==> config.mk <==
export PLATFORM = sky130hd
export DESIGN_NAME = mcap_buffer
export DESIGN_NICKNAME = d
export VERILOG_FILES = /design/src/rtl/mcap_pkg.sv /design/src/rtl/mcap_chan_fifo.sv /design/src/rtl/mcap_flags.sv /design/src/rtl/mcap_router.sv /design/src/rtl/mcap_buffer.sv
export SDC_FILE = /design/constraint.sdc
export NUM_CORES = 1
export LEC_CHECK = 0
export CORE_ASPECT_RATIO = 0.6
export CORE_MARGIN = 3
export CORE_UTILIZATION = 40
export CTS_BUF_LIST = sky130_fd_sc_hd__clkbuf_4 sky130_fd_sc_hd__clkbuf_8 sky130_fd_sc_hd__clkbuf_16
export DETAILED_ROUTE_END_ITERATION = 10
export SETUP_SLACK_MARGIN = 0.3
export SLEW_MARGIN = 40
export SYNTH_ARGS = -nofsm -noshare
export SYNTH_HDL_FRONTEND = slang
export SYNTH_SLANG_ARGS = --single-unit
export TNS_END_PERCENT = 100
==> constraint.sdc <==
create_clock -name clk -period 4.5 [get_ports clk]
set_input_delay 0.45 -clock clk [delete_from_list [all_inputs] [get_ports clk]]
set_output_delay 0.45 -clock clk [all_outputs]
set_load 0.05 [all_outputs]
==> src/rtl/mcap_pkg.sv <==
package mcap_pkg;
  typedef enum logic [1:0] {
    SEL_OFF  = 2'b00,
    SEL_DMA  = 2'b01,
    SEL_IRQ  = 2'b10,
    SEL_RSVD = 2'b11
  } req_sel_e;
endpackage

==> src/rtl/mcap_chan_fifo.sv <==
module mcap_chan_fifo #(
  parameter int DW    = 16,
  parameter int DEPTH = 8,
  localparam int PW   = $clog2(DEPTH),
  localparam int LW   = $clog2(DEPTH + 1)
) (
  input  logic          clk,
  input  logic          rst_n,
  input  logic          push,
  input  logic [DW-1:0] push_data,
  input  logic          pop,
  output logic [DW-1:0] head,
  output logic [LW-1:0] level,
  output logic          ovf_evt,
  output logic          unf_evt
);
  logic [DW-1:0] mem [DEPTH];
  logic [PW-1:0] wr_ptr, rd_ptr;
  logic [LW-1:0] level_q;
  logic          push_ok, pop_ok;

  function automatic logic [PW-1:0] bump(input logic [PW-1:0] p);
    return (p == PW'(DEPTH - 1)) ? '0 : p + PW'(1);
  endfunction

  assign pop_ok  = pop && (level_q != '0);
  assign push_ok = push && ((level_q != LW'(DEPTH)) || pop_ok);
  assign ovf_evt = push && !push_ok;
  assign unf_evt = pop && !pop_ok;
  assign head    = (level_q != '0) ? mem[rd_ptr] : '0;
  assign level   = level_q;

  always_ff @(posedge clk) begin
    if (push_ok) mem[wr_ptr] <= push_data;
  end

  always_ff @(posedge clk or negedge rst_n) begin
    if (!rst_n) begin
      wr_ptr  <= '0;
      rd_ptr  <= '0;
      level_q <= '0;
    end else begin
      if (push_ok) wr_ptr <= bump(wr_ptr);
      if (pop_ok)  rd_ptr <= bump(rd_ptr);
      case ({push_ok, pop_ok})
        2'b10:   level_q <= level_q + LW'(1);
        2'b01:   level_q <= level_q - LW'(1);
        default: level_q <= level_q;
      endcase
    end
  end

  AST_LEVEL_BOUND: assert property (@(posedge clk) disable iff (!rst_n)
    level_q <= LW'(DEPTH));
  AST_FULL_HOLDS: assert property (@(posedge clk) disable iff (!rst_n)
    (level_q == LW'(DEPTH) && push && !pop) |=> (level_q == LW'(DEPTH)));
  AST_EMPTY_STAYS: assert property (@(posedge clk) disable iff (!rst_n)
    (level_q == '0 && pop && !push) |=> (level_q == '0));
endmodule

==> src/rtl/mcap_flags.sv <==
module mcap_flags
  import mcap_pkg::*;
#(
  parameter int NCH = 8,
  parameter int LW  = 4,
  parameter int WW  = 3
) (
  input  logic            clk,
  input  logic            rst_n,
  input  logic [NCH*LW-1:0] levels,
  input  logic [WW-1:0]   wm,
  input  logic [NCH-1:0]  ch_en,
  input  logic [1:0]      req_sel,
  input  logic [NCH-1:0]  ovf_evt,
  input  logic [NCH-1:0]  unf_evt,
  input  logic [NCH-1:0]  avail_clr,
  input  logic [NCH-1:0]  ovf_clr,
  input  logic [NCH-1:0]  unf_clr,
  output logic [NCH-1:0]  chan_req,
  output logic [NCH-1:0]  data_avail,
  output logic [NCH-1:0]  ovf_flag,
  output logic [NCH-1:0]  unf_flag
);
  logic dma_mode;
  assign dma_mode = (req_sel == SEL_DMA);

  for (genvar c = 0; c < NCH; c++) begin : g_ch
    logic [LW-1:0] lvl;
    logic          over;
    assign lvl         = levels[c*LW +: LW];
    assign over        = lvl > LW'(wm);
    assign chan_req[c] = ch_en[c] && over;

    always_ff @(posedge clk or negedge rst_n) begin
      if (!rst_n) begin
        data_avail[c] <= 1'b0;
        ovf_flag[c]   <= 1'b0;
        unf_flag[c]   <= 1'b0;
      end else begin
        if (chan_req[c])                   data_avail[c] <= 1'b1;
        else if (dma_mode && !over)        data_avail[c] <= 1'b0;
        else if (!dma_mode && avail_clr[c]) data_avail[c] <= 1'b0;

        if (ovf_evt[c])      ovf_flag[c] <= 1'b1;
        else if (ovf_clr[c]) ovf_flag[c] <= 1'b0;

        if (unf_evt[c])      unf_flag[c] <= 1'b1;
        else if (unf_clr[c]) unf_flag[c] <= 1'b0;
      end
    end

    AST_AVAIL_FOLLOWS: assert property (@(posedge clk) disable iff (!rst_n)
      chan_req[c] |=> data_avail[c]);
    AST_AVAIL_HOLD: assert property (@(posedge clk) disable iff (!rst_n)
      (data_avail[c] && !dma_mode && !avail_clr[c]) |=> data_avail[c]);
    AST_OVF_STICKY: assert property (@(posedge clk) disable iff (!rst_n)
      (ovf_flag[c] && !ovf_clr[c]) |=> ovf_flag[c]);
    AST_UNF_STICKY: assert property (@(posedge clk) disable iff (!rst_n)
      (unf_flag[c] && !unf_clr[c]) |=> unf_flag[c]);
  end
endmodule

==> src/rtl/mcap_router.sv <==
module mcap_router
  import mcap_pkg::*;
#(
  parameter int NCH = 8
) (
  input  logic           clk,
  input  logic           rst_n,
  input  logic [NCH-1:0] chan_req,
  input  logic [1:0]     req_sel,
  output logic           dma_req,
  output logic           irq_req
);
  logic any_req;
  assign any_req = |chan_req;

  always_comb begin
    dma_req = 1'b0;
    irq_req = 1'b0;
    case (req_sel_e'(req_sel))
      SEL_DMA: dma_req = any_req;
      SEL_IRQ: irq_req = any_req;
      default: ;
    endcase
  end

  AST_ROUTE_EXCL: assert property (@(posedge clk) disable iff (!rst_n)
    !(dma_req && irq_req));
  AST_RSVD_QUIET: assert property (@(posedge clk) disable iff (!rst_n)
    (req_sel == 2'b11 || req_sel == 2'b00) |-> (!dma_req && !irq_req));
  AST_NO_REQ_IDLE: assert property (@(posedge clk) disable iff (!rst_n)
    (chan_req == '0) |-> (!dma_req && !irq_req));
endmodule

==> src/rtl/mcap_buffer.sv <==
module mcap_buffer
  import mcap_pkg::*;
#(
  parameter int NCH   = 8,
  parameter int DEPTH = 8,
  parameter int DW    = 16
) (
  input  logic                       clk,
  input  logic                       rst_n,
  input  logic [NCH-1:0]             ch_en,
  input  logic [1:0]                 req_sel,
  input  logic                       wm_load,
  input  logic [$clog2(DEPTH)-1:0]   wm_value,
  input  logic [NCH-1:0]             push_valid,
  input  logic [NCH*DW-1:0]          push_data,
  input  logic                       pop_en,
  input  logic [$clog2(NCH)-1:0]     pop_ch,
  output logic [DW-1:0]              pop_data,
  output logic                       pop_valid,
  input  logic [NCH-1:0]             avail_clr,
  input  logic [NCH-1:0]             ovf_clr,
  input  logic [NCH-1:0]             unf_clr,
  output logic [NCH-1:0]             data_avail,
  output logic [NCH-1:0]             ovf_flag,
  output logic [NCH-1:0]             unf_flag,
  output logic                       dma_req,
  output logic                       irq_req
);
  localparam int WW = $clog2(DEPTH);
  localparam int LW = $clog2(DEPTH + 1);

  logic [WW-1:0]     wm_q;
  logic [NCH-1:0]    push_gated, pop_sel, ovf_evt, unf_evt, chan_req;
  logic [NCH*LW-1:0] levels;
  logic [DW-1:0]     heads [NCH];

  always_ff @(posedge clk or negedge rst_n) begin
    if (!rst_n)       wm_q <= WW'(DEPTH - 1);
    else if (wm_load) wm_q <= wm_value;
  end

  for (genvar c = 0; c < NCH; c++) begin : g_fifo
    assign push_gated[c] = push_valid[c] && ch_en[c];
    assign pop_sel[c]    = pop_en && (pop_ch == ($clog2(NCH))'(c));

    mcap_chan_fifo #(.DW(DW), .DEPTH(DEPTH)) u_fifo (
      .clk       (clk),
      .rst_n     (rst_n),
      .push      (push_gated[c]),
      .push_data (push_data[c*DW +: DW]),
      .pop       (pop_sel[c]),
      .head      (heads[c]),
      .level     (levels[c*LW +: LW]),
      .ovf_evt   (ovf_evt[c]),
      .unf_evt   (unf_evt[c])
    );
  end

  assign pop_data  = heads[pop_ch];
  assign pop_valid = levels[pop_ch*LW +: LW] != '0;

  mcap_flags #(.NCH(NCH), .LW(LW), .WW(WW)) u_flags (
    .clk        (clk),
    .rst_n      (rst_n),
    .levels     (levels),
    .wm         (wm_q),
    .ch_en      (ch_en),
    .req_sel    (req_sel),
    .ovf_evt    (ovf_evt),
    .unf_evt    (unf_evt),
    .avail_clr  (avail_clr),
    .ovf_clr    (ovf_clr),
    .unf_clr    (unf_clr),
    .chan_req   (chan_req),
    .data_avail (data_avail),
    .ovf_flag   (ovf_flag),
    .unf_flag   (unf_flag)
  );

  mcap_router #(.NCH(NCH)) u_router (
    .clk      (clk),
    .rst_n    (rst_n),
    .chan_req (chan_req),
    .req_sel  (req_sel),
    .dma_req  (dma_req),
    .irq_req  (irq_req)
  );

  AST_POP_EMPTY_ZERO: assert property (@(posedge clk) disable iff (!rst_n)
    (pop_en && !pop_valid) |-> (pop_data == '0));
  AST_DISABLED_QUIET: assert property (@(posedge clk) disable iff (!rst_n)
    (push_valid == '0 && !pop_en) |=> (ovf_flag & ~$past(ovf_flag)) == '0);
endmodule

After elaboration in Yosys (flattened, before gate mapping):

Memories as Yosys holds them, arrays and structs flattened.
Index checks and enable logic that the tools add are counted.

* flip-flop bits (word level): 107
* latch bits: 0
* memory bits (writable): 1024
* ROM bits: 0
* word-level logic and storage cells: 406
* memories: 8

* add/sub/neg operators: 32
* multiply operators: 0
* div/mod/pow operators: 0
* $lt $le $gt $ge: 9
* equality and inequality tests: 49
* shift operators: 1
* mux-type cells: 109
* bitwise gates (word level): 1
* reductions and logical operators: 148

Memory list
* g_fifo[0].u_fifo.mem: depth 8, width 16, read ports 1, clocked after memory_dff 0, wr ports 1, RTL line mcap_chan_fifo.sv:17 `logic [DW-1:0] mem [DEPTH];`
* g_fifo[1].u_fifo.mem: depth 8, width 16, read ports 1, clocked after memory_dff 0, wr ports 1, RTL line mcap_chan_fifo.sv:17
* g_fifo[2].u_fifo.mem: depth 8, width 16, read ports 1, clocked after memory_dff 0, wr ports 1, RTL line mcap_chan_fifo.sv:17
* g_fifo[3].u_fifo.mem: depth 8, width 16, read ports 1, clocked after memory_dff 0, wr ports 1, RTL line mcap_chan_fifo.sv:17
* g_fifo[4].u_fifo.mem: depth 8, width 16, read ports 1, clocked after memory_dff 0, wr ports 1, RTL line mcap_chan_fifo.sv:17
* g_fifo[5].u_fifo.mem: depth 8, width 16, read ports 1, clocked after memory_dff 0, wr ports 1, RTL line mcap_chan_fifo.sv:17
* 2 more memories

Operators with widths (count)
* 16-bit two-way mux: 10
* 1-bit two-way mux: 74
* 1-bit logical AND: 72
* 4-bit case mux with 2 select lines: 8
* 3-bit == test, second input constant: 20
* 3-bit by 1-bit adder with 3-bit output, second input constant: 16
* 16-bit binary-select mux with 3-bit select: 1
* 3-bit two-way mux: 16
* 2-bit nonzero test: 24
* 4-bit nonzero test: 9
* 4-bit by 1-bit adder with 4-bit output, second input constant: 8
* 4-bit by 3-bit greater-than comparator with 1-bit output: 8
* 4-bit inequality test, second input constant: 8
* 32-bit by 6-bit variable part select with 4-bit output: 1
* 4-bit by 1-bit subtractor with 4-bit output, second input constant: 8
* 1-bit logical NOT: 25
* 3-bit nonzero test: 8
* 2-bit by 1-bit == test with 1-bit output, second input constant: 9
* 2-bit == test, second input constant: 9
* 1-bit logical OR: 8
* 8-bit OR reduction: 1
* 3-bit by 2-bit == test with 1-bit output, second input constant: 2
* 4-bit greater-or-equal comparator, second input constant: 1
* 3-bit NOT with 4-bit output: 1
* other kinds (2): 2

Logic depth before layout (Yosys ltp):

Gate-level depths: netlist (run 1).

* word-level depth: 8
* gate-level depth with buffers: 13
* mapped depth without buffers: 11

By module:

A second synthesis (run 1) with hierarchy kept.

* cell total of the unflattened synthesis: 2486
* area, all modules: 47799.6 µm²

By module, submodules not included
* mcap_chan_fifo (g_fifo[5].u_fifo ...): instances 3, cells an instance 276, area each 5592.9 µm²
* mcap_chan_fifo (g_fifo[0].u_fifo ...): instances 2, cells an instance 277, area each 5605.4 µm²
* mcap_chan_fifo (g_fifo[3].u_fifo ...): instances 2, cells an instance 277, area each 5592.9 µm²
* mcap_chan_fifo (g_fifo[1].u_fifo): instances 1, cells an instance 277, area each 5602.9 µm²
* mcap_flags: instances 1, cells an instance 165, area each 1576.5 µm²
* mcap_buffer: instances 1, cells an instance 102, area each 1397.6 µm²
* mcap_router: instances 1, cells an instance 6, area each 47.5 µm²

Worst setup path before layout (run 1):

OpenSTA, ideal clock, no wires.

* path type: in2reg
* from: in pop_ch[1]
* to: mem g_fifo[5].u_fifo.mem[2][0], enable pin
* setup time: 0.436 ns
* arrival: 3.127 ns
* data required time: 4.064 ns
* path slack: 0.937 ns
* stages: 5
* buffers on the path: 1
* cells stage by stage: buf_2 > nand2b_1 > o211ai_1 > nand3_1 > nor4b_1

* longest elaborated chain between the ends: 7

RTL lines
* start, declared: RTL line mcap_buffer.sv:17 `input logic [$clog2(NCH)-1:0] pop_ch,`
* 3-bit == test: RTL line mcap_buffer.sv:44 `assign pop_sel[c] = pop_en && (pop_ch == ($clog2(NCH))'(c));`
* 1-bit logical AND: RTL line mcap_buffer.sv:44
* 1-bit logical AND: RTL line mcap_chan_fifo.sv:26 `assign pop_ok = pop && (level_q != '0);`
* 1-bit logical OR: RTL line mcap_chan_fifo.sv:27 `assign push_ok = push && ((level_q != LW'(DEPTH)) || pop_ok);`
* 1-bit logical AND: RTL line mcap_chan_fifo.sv:27
* 1-bit two-way mux: RTL line mcap_chan_fifo.sv:34 `if (push_ok) mem[wr_ptr] <= push_data;`
* 1-bit two-way mux (not written as such): RTL line mcap_chan_fifo.sv:34
* end, declared: RTL line mcap_chan_fifo.sv:17

No other way between the ends.

Worst setup path after layout (run 1):

* from: reg g_fifo[4].u_fifo.level_q[1]
* to: out pop_data[10]

* longest elaborated chain between the ends: 5

RTL lines
* start, declared: RTL line mcap_chan_fifo.sv:19 `logic [LW-1:0] level_q;`
* start signal, assigned: RTL line mcap_chan_fifo.sv:46 `2'b10: level_q <= level_q + LW'(1);`
* start signal, assigned: RTL line mcap_chan_fifo.sv:47 `2'b01: level_q <= level_q - LW'(1);`
* start signal, assigned: RTL line mcap_chan_fifo.sv:48 `default: level_q <= level_q;`
* 4-bit nonzero test: RTL line mcap_chan_fifo.sv:30 `assign head = (level_q != '0) ? mem[rd_ptr] : '0;`
* 16-bit two-way mux: RTL line mcap_chan_fifo.sv:30
* 16-bit binary-select mux with 3-bit select: RTL line mcap_buffer.sv:59 `assign pop_data = heads[pop_ch];`
* 16-bit two-way mux (not written as such) (2 in series): RTL line mcap_buffer.sv:59
* end, declared: RTL line mcap_buffer.sv:18 `output logic [DW-1:0] pop_data,`

No other way between the ends. The select of a mux whose other input is x is not followed.

==> results_dict.tcl, run 1 <==
set metrics [dict create \
    postSynthCellCount 2384 \
    worst_ir_drop_vdd_uv 292 \
    cts_made_buffers 100 \
    arrival_ns 3.69 \
    gr-usage-met2_pct 30.0 \
    leakagePower_nw 18.4 \
    num_rows 95 \
    clockRootBuffer "clkbuf_16" \
    ys_seq_elements 1131 \
    grt_max_degree 81 \
    maxCapViolations 0 \
    yosys_warnings 0 \
    whs_ns 0.293 \
    netlist_area_sq_um 45900 \
    final_cell_area_sq_um 54600 \
    fin_tns_setup_ns 0 \
    max_clock_freq_ghz 0.241 \
    grtUsageMet3_pct 5.32 \
    track_usage_pct 20.1 \
    period_share_pct 92.1 \
    antenna_found_initial 13 \
    cts_num_sinks 1131 \
    syn_nets 2644 \
    place_congestion 0.882 \
    vias 24300 \
    setup_violations 0 \
    die_x_um 443 \
    grt_overflow 0 \
    synthDistinctLibCells 63 \
    h-tree-depth 3 \
    layout-drive-gt1-share_pct 24.2 \
    ys_seq_area_share_pct 72.9 \
    power_density_nw_per_um2 599 \
    p_comb_share_pct 29.5 \
    cp.required_ns 4.05 \
    cts_buffer_depth 3 \
    synthArstFlopShare_pct 9.46 \
    io_pins 223 \
    postRouteAntennaNets 0 \
    instances_no_fill 4336 \
    syn2layout_area_growth_pct 19.0 \
    die_area_sq_um 119000 \
    clockPowerShare_pct 27.7 \
    power.total_mw 32.7 \
    detail_route.wl_per_cell_um 27.7 \
    p_int_mw 22.2 \
    die_y_um 268 \
    worst_setup_path_end_kind "output pin" \
    seqPwrFrac_pct 42.8 \
    switchingPower_mw 10.5 \
    drt-initial-drc-count 2336 \
    path_max_fanout 17 \
    clk_latency_ns 0.72 \
    slew_viol_final 0 \
    layout.nets 3001 \
    status "completed" \
    firstDrtPassIters 7 \
    syn_avg_cell_area_sq_um 19.2 \
    grt_pass1_wl_um 173000 \
    tightest_slew_ns 0.894 \
    grt_setup_unrepaired "true" \
    grtUsageMet1_pct 29.4 \
    synth_flop_cell "edfxtp_1" \
    initial_core_util_pct 40.7 \
    port-buffer-count 222 \
    maxSlewHeadroom_pct 40.0 \
    routed_wl_um 120000 \
    cts_tree "built" \
    clk_pin_slew_ns 0.07 \
    coreArea_sq_um 113000 \
    fin_skew_ns 0.0534 \
    fin_crit_ns 4.14 \
    placed_cell_area_sq_um 50900 \
    crit_path_start_kind "flip-flop" \
    switching_share_pct 32.1 \
    hold_violations 0 \
    synth_edf_count 1024 \
    drc 0 \
    worstSetupPathType "flip-flop to output pin" \
    grt_busiest_layer "met2" \
    hpwl_um 83800 \
    dp_cells 4139 \
    holdCritPathClass "input port to flip-flop" \
    grt_pass1_vias 24200 \
    via_per_inst 5.59 \
]
synthesized netlist by cell type (all sizes together), types with 37 or more instances:
master	number	area [sq um]
edfxtp	1024	30700
mux4	225	5110
mux2i	149	1490
dfrtp	104	2600
nor2	92	345
ha	80	1000
nand2	61	229
buf	58	292
mux2	55	619
inv	49	184
o22ai	44	275
clkbuf	43	161
nor3	37	185
xor2	37	324
final timing paths:
kind | startpoint | endpoint | slack, ns | cells after the start
min reg2reg | g_fifo[7].u_fifo.level[3] | g_fifo[7].u_fifo.level[3] | 0.52 | 1
max reg2reg | g_fifo[4].u_fifo.level[1] | g_fifo[4].u_fifo.level[2] | 1.17 | 10
min in group asynchronous | rst_n | g_fifo[2].u_fifo.rd_ptr[1] | 0.32 | 2
max in group asynchronous | rst_n | g_fifo[3].u_fifo.rd_ptr[1] | 3.16 | 3
min | pop_ch[2] | u_flags.unf_flag[6] | 0.29 | 3
max | g_fifo[4].u_fifo.level[1] | pop_data[10] | 0.36 | 6
cells in the final DEF, fill, tap and decap left out, types with 55 or more instances in the layout:
| master | netlist | final |
|---|---|---|
| edfxtp_1 | 1024 | 1024 |
| dfrtp_1 | 104 | 89 |
| mux2i_1 | 149 | 145 |
| mux4_2 | 214 | 214 |
| clkbuf_16 | 0 | 101 |
| ha_1 | 80 | 80 |
| nand2_1 | 61 | 59 |
| buf_4 | 0 | 131 |
| nor2_1 | 92 | 91 |
| mux2_2 | 55 | 55 |
| clkdlybuf4s50_1 | 0 | 201 |
registers in the layout, summed over array words and instances (netlist names):
name	cells
g_fifo.u_fifo.level	32
g_fifo.u_fifo.mem	1024
g_fifo.u_fifo.rd_ptr	24
g_fifo.u_fifo.wr_ptr	24
u_flags.data_avail	8
u_flags.ovf_flag	8
u_flags.unf_flag	8
wm_q	3
final cells by class:
| type | count | area (sq um) |
|---|---|---|
| Inverter | 49 | 184 |
| Antenna cell | 6 | 15.0 |
| Timing Repair Buffer | 356 | 3400 |
| Multi-Input combinational cell | 1103 | 12100 |
| Tap cell | 1503 | 1880 |
| Fill cell | 9117 | 58200 |
| Clock inverter | 54 | 687 |
| Clock buffer | 134 | 2860 |
| Sequential cell | 1131 | 33500 |
power groups by stage:
stage / Clock [mW] / Sequential, mW / Combinational [mW]
after global placement: 0 / 14.2 / 9.37
after global routing: 9.68 / 14.2 / 10.3
after floorplan: 0 / 13.5 / 6.10
after detailed placement: 0 / 14.2 / 9.52
after CTS: 9.25 / 14.0 / 9.59
final: 9.06 / 14.0 / 9.65
timing repair:
item,in CTS,in global routing
gates resized for setup,16,4
endpoints found under the setup margin,14,8
buffers inserted,0,2
hold endpoints to repair,76,0
hold buffers,1,0
metrics by stage:
stage	utilization [%]	setup slack (ns)
final	48.4	0.356
after global routing	48.4	0.249
after CTS	48.3	0.311
after detailed placement	45.1	0.264
after global placement	45.1	0.409
after floorplan	-	0.937
worst max-delay path, stage by stage, from the launching register on:
cell,delay (ns)
dfrtp_1,0.47
or4_1,0.76
nand2_2,0.47
o22ai_1,0.19
a311oi_1,0.63
nor2_1,0.23
buf_12,0.21
kinds of logic (layout without fill, tap and decap cells):
logic type                 Yosys count  count (layout)  share of synthesized area, %
other                                0               6                             0
AOI/OAI and AO/OA                  208             208                          3.09
DFF                               1131            1131                          72.9
xor gates and xnor gates            45              45                         0.859
buffers and inverters              150             593                          1.39
adders and majority gates           80              80                          2.18
muxes                              429             429                          15.7
and+or+nand+nor                    341             341                          3.87
routing by layer:
layer / wire [um] / part of all wire, %
met1: 53900 / 45
met2: 54400 / 45
met3: 8730 / 7.3
met4: 2990 / 2.5
met5: 52 / 0.043
Power figures use the tool's default switching activity.
==> inputs of run 2 (changes only) <==
--- a/config.mk
+++ b/config.mk
@@ -10,7 +10,7 @@
 export CORE_UTILIZATION = 40
 export CTS_BUF_LIST = sky130_fd_sc_hd__clkbuf_4 sky130_fd_sc_hd__clkbuf_8 sky130_fd_sc_hd__clkbuf_16
 export DETAILED_ROUTE_END_ITERATION = 10
-export SETUP_SLACK_MARGIN = 0.3
+export PLACE_DENSITY_LB_ADDON = 0.15
 export SLEW_MARGIN = 40
 export SYNTH_ARGS = -nofsm -noshare
 export SYNTH_HDL_FRONTEND = slang
==> run 2 against run 1 <==
Effect of this change: largest power group unchanged; critical endpoint is now pop_data[14]; utilization up 0.13 points; routed wire length up 3.7%; fmax down 5.6%.
==> results_dict.tcl, run 2 (synthesized netlist as in run 1, its figures left out) <==
set metrics [dict create \
    coreArea_sq_um 113000 \
    largest_reg_flops 1024 \
    reg2reg_to "g_fifo[2].u_fifo.level[2]" \
    power_density_nw_per_um2 605 \
    hold_violations 0 \
    layout-drive-gt1-share_pct 24.3 \
    min_from "unf_clr[2]" \
    period_share_pct 97.6 \
    clockPowerShare_pct 28.1 \
    crit_path_start_kind "flip-flop" \
    max_clock_freq_ghz 0.228 \
    top_register "g_fifo.u_fifo.mem" \
    routed_wl_um 125000 \
    instances_no_fill 4355 \
    whs_ns 0.279 \
    hold_depth 2 \
    layout.cells.most_common_list "edfxtp_1, mux4_2, clkdlybuf4s50_1" \
    worst_ir_drop_vdd_uv 307 \
    hpwl_um 87300 \
    maxSlewHeadroom_pct 42.6 \
    grt_setup_unrepaired "false" \
    tightest_slew_ns 0.861 \
    firstDrtPassIters 5 \
    grt_overflow 0 \
    die_y_um 268 \
    setup_violations 0 \
    r2r_start "g_fifo[2].u_fifo.level[1]" \
    crit_path_start "g_fifo[6].u_fifo.rd_ptr[2]" \
    clockRootBuffer "clkbuf_16" \
    drc 0 \
    switchingPower_mw 10.8 \
    syn2layout_area_growth_pct 19.3 \
    drt-initial-drc-count 2367 \
    worst_setup_path_end_kind "output pin" \
    switching_share_pct 32.7 \
    holdCritPathClass "input port to flip-flop" \
    fin_skew_ns 0.0395 \
    dp_cells 4152 \
    final_common_cell "edfxtp_1" \
    cts_num_sinks 1131 \
    place_congestion 0.908 \
    cts_buffer_depth 3 \
    io_pins 223 \
    cts_tree "built" \
    grt_max_degree 73 \
    die_area_sq_um 119000 \
    maxCapViolations 0 \
    layout.nets 3017 \
    num_rows 95 \
    ff2ff_setup_slack_ns 1.27 \
    post_cts_buffers 0 \
    slew_viol_final 0 \
    leakagePower_nw 18.5 \
    p_comb_share_pct 29.7 \
    cp.required_ns 4.05 \
    arrival_ns 3.94 \
    hold_path_end "u_flags.unf_flag[2]" \
    vias 24400 \
    track_usage_pct 21.0 \
    ff2ff_path_depth 10 \
    seqPwrFrac_pct 42.2 \
    port-buffer-count 222 \
    die_x_um 443 \
    fin_crit_ns 4.39 \
    path_max_fanout 18 \
    initial_core_util_pct 40.7 \
    detail_route.wl_per_cell_um 28.6 \
    grt_pass1_vias 24500 \
    grt_pass1_wl_um 179000 \
    cts_made_buffers 105 \
    worstSetupPathType "flip-flop to output pin" \
    p_int_mw 22.3 \
    clk_latency_ns 0.74 \
    h-tree-depth 3 \
    via_per_inst 5.60 \
    clk_pin_slew_ns 0.07 \
    status "completed" \
    postRouteAntennaNets 0 \
    antenna_found_initial 6 \
]
[run 2: cell count changes in the layout (fill, tap and decap cells not counted), moves of 4 or more]
cell	previous run	this run
clkbuf_16	101	106
clkbuf_4	20	12
clkinv_2	12	27
clkinv_1	16	20
buf_4	131	143
dfrtp_1	89	93
clkbuf_8	13	3
[run 2: how the worst max path moves through the flow]
stage and to:
2_1_floorplan g_fifo[5].u_fifo.mem[2][0], 3_3_place_gp pop_data[1], 3_5_place_dp pop_data[1], 4_1_cts pop_data[5], 5_1_grt pop_data[12], 6_report pop_data[14]
[run 2: worst max-delay path, cell delays in order (launching register included)]
cell	delay, ns
dfrtp_1	0.81
buf_4	0.42
mux4_2	0.26
mux2i_1	0.10
buf_4	0.15
o22ai_1	0.48
nor2_1	0.29
a31oi_1	0.48
buf_12	0.20
[run 2: metal layers]
| metal | track usage, % | share of wire [%] |
|---|---|---|
| met4 | 5.18 | 2.5 |
| met2 | 31.1 | 45 |
| met1 | 31.9 | 47 |
| met5 | 0 | 0 |
| met3 | 4.19 | 5.8 |
[run 2: through the flow]
stage | instance area (sq um) | util [%] | TNS, ns | setup WS [ns] | total power [mW]
floorplan | 45900 | - | 0 | 0.937 | 19.6
finish | 54700 | 48.5 | 0 | 0.109 | 33.1
global route | 54700 | 48.5 | 0 | 0.0331 | 34.6
detailed placement | 51100 | 45.3 | -0.777 | -0.180 | 24.0
global placement | 51000 | 45.2 | -0.0496 | -0.0281 | 23.8
CTS | 54700 | 48.5 | 0 | 0.00665 | 33.4
[run 2: timing repair]
action	in CTS	in global routing
resized for setup	8	4
hold buffers	1	0
endpoints found under the hold margin	71	0
setup endpoints to repair	10	4
[run 2: power groups by stage]
stage               Sequential, mW  Clock [mW]  Combinational, mW
floorplan                     13.5           0               6.10
global placement              14.2           0               9.68
detailed placement            14.2           0               9.80
CTS                           14.0        9.50               9.87
global route                  14.2        9.98               10.4
finish                        14.0        9.30               9.83
[run 2: final cells by class]
| type | instances | area (sq um) |
|---|---|---|
| multi-input cells | 1103 | 12100 |
| flip-flops and latches | 1131 | 33400 |
| clock inverters | 76 | 828 |
| fillers | 9185 | 58100 |
| clock buffers | 120 | 2770 |
| repair buffers | 367 | 3500 |
| well taps | 1503 | 1880 |
| inverters | 49 | 184 |
| diodes | 6 | 15.0 |
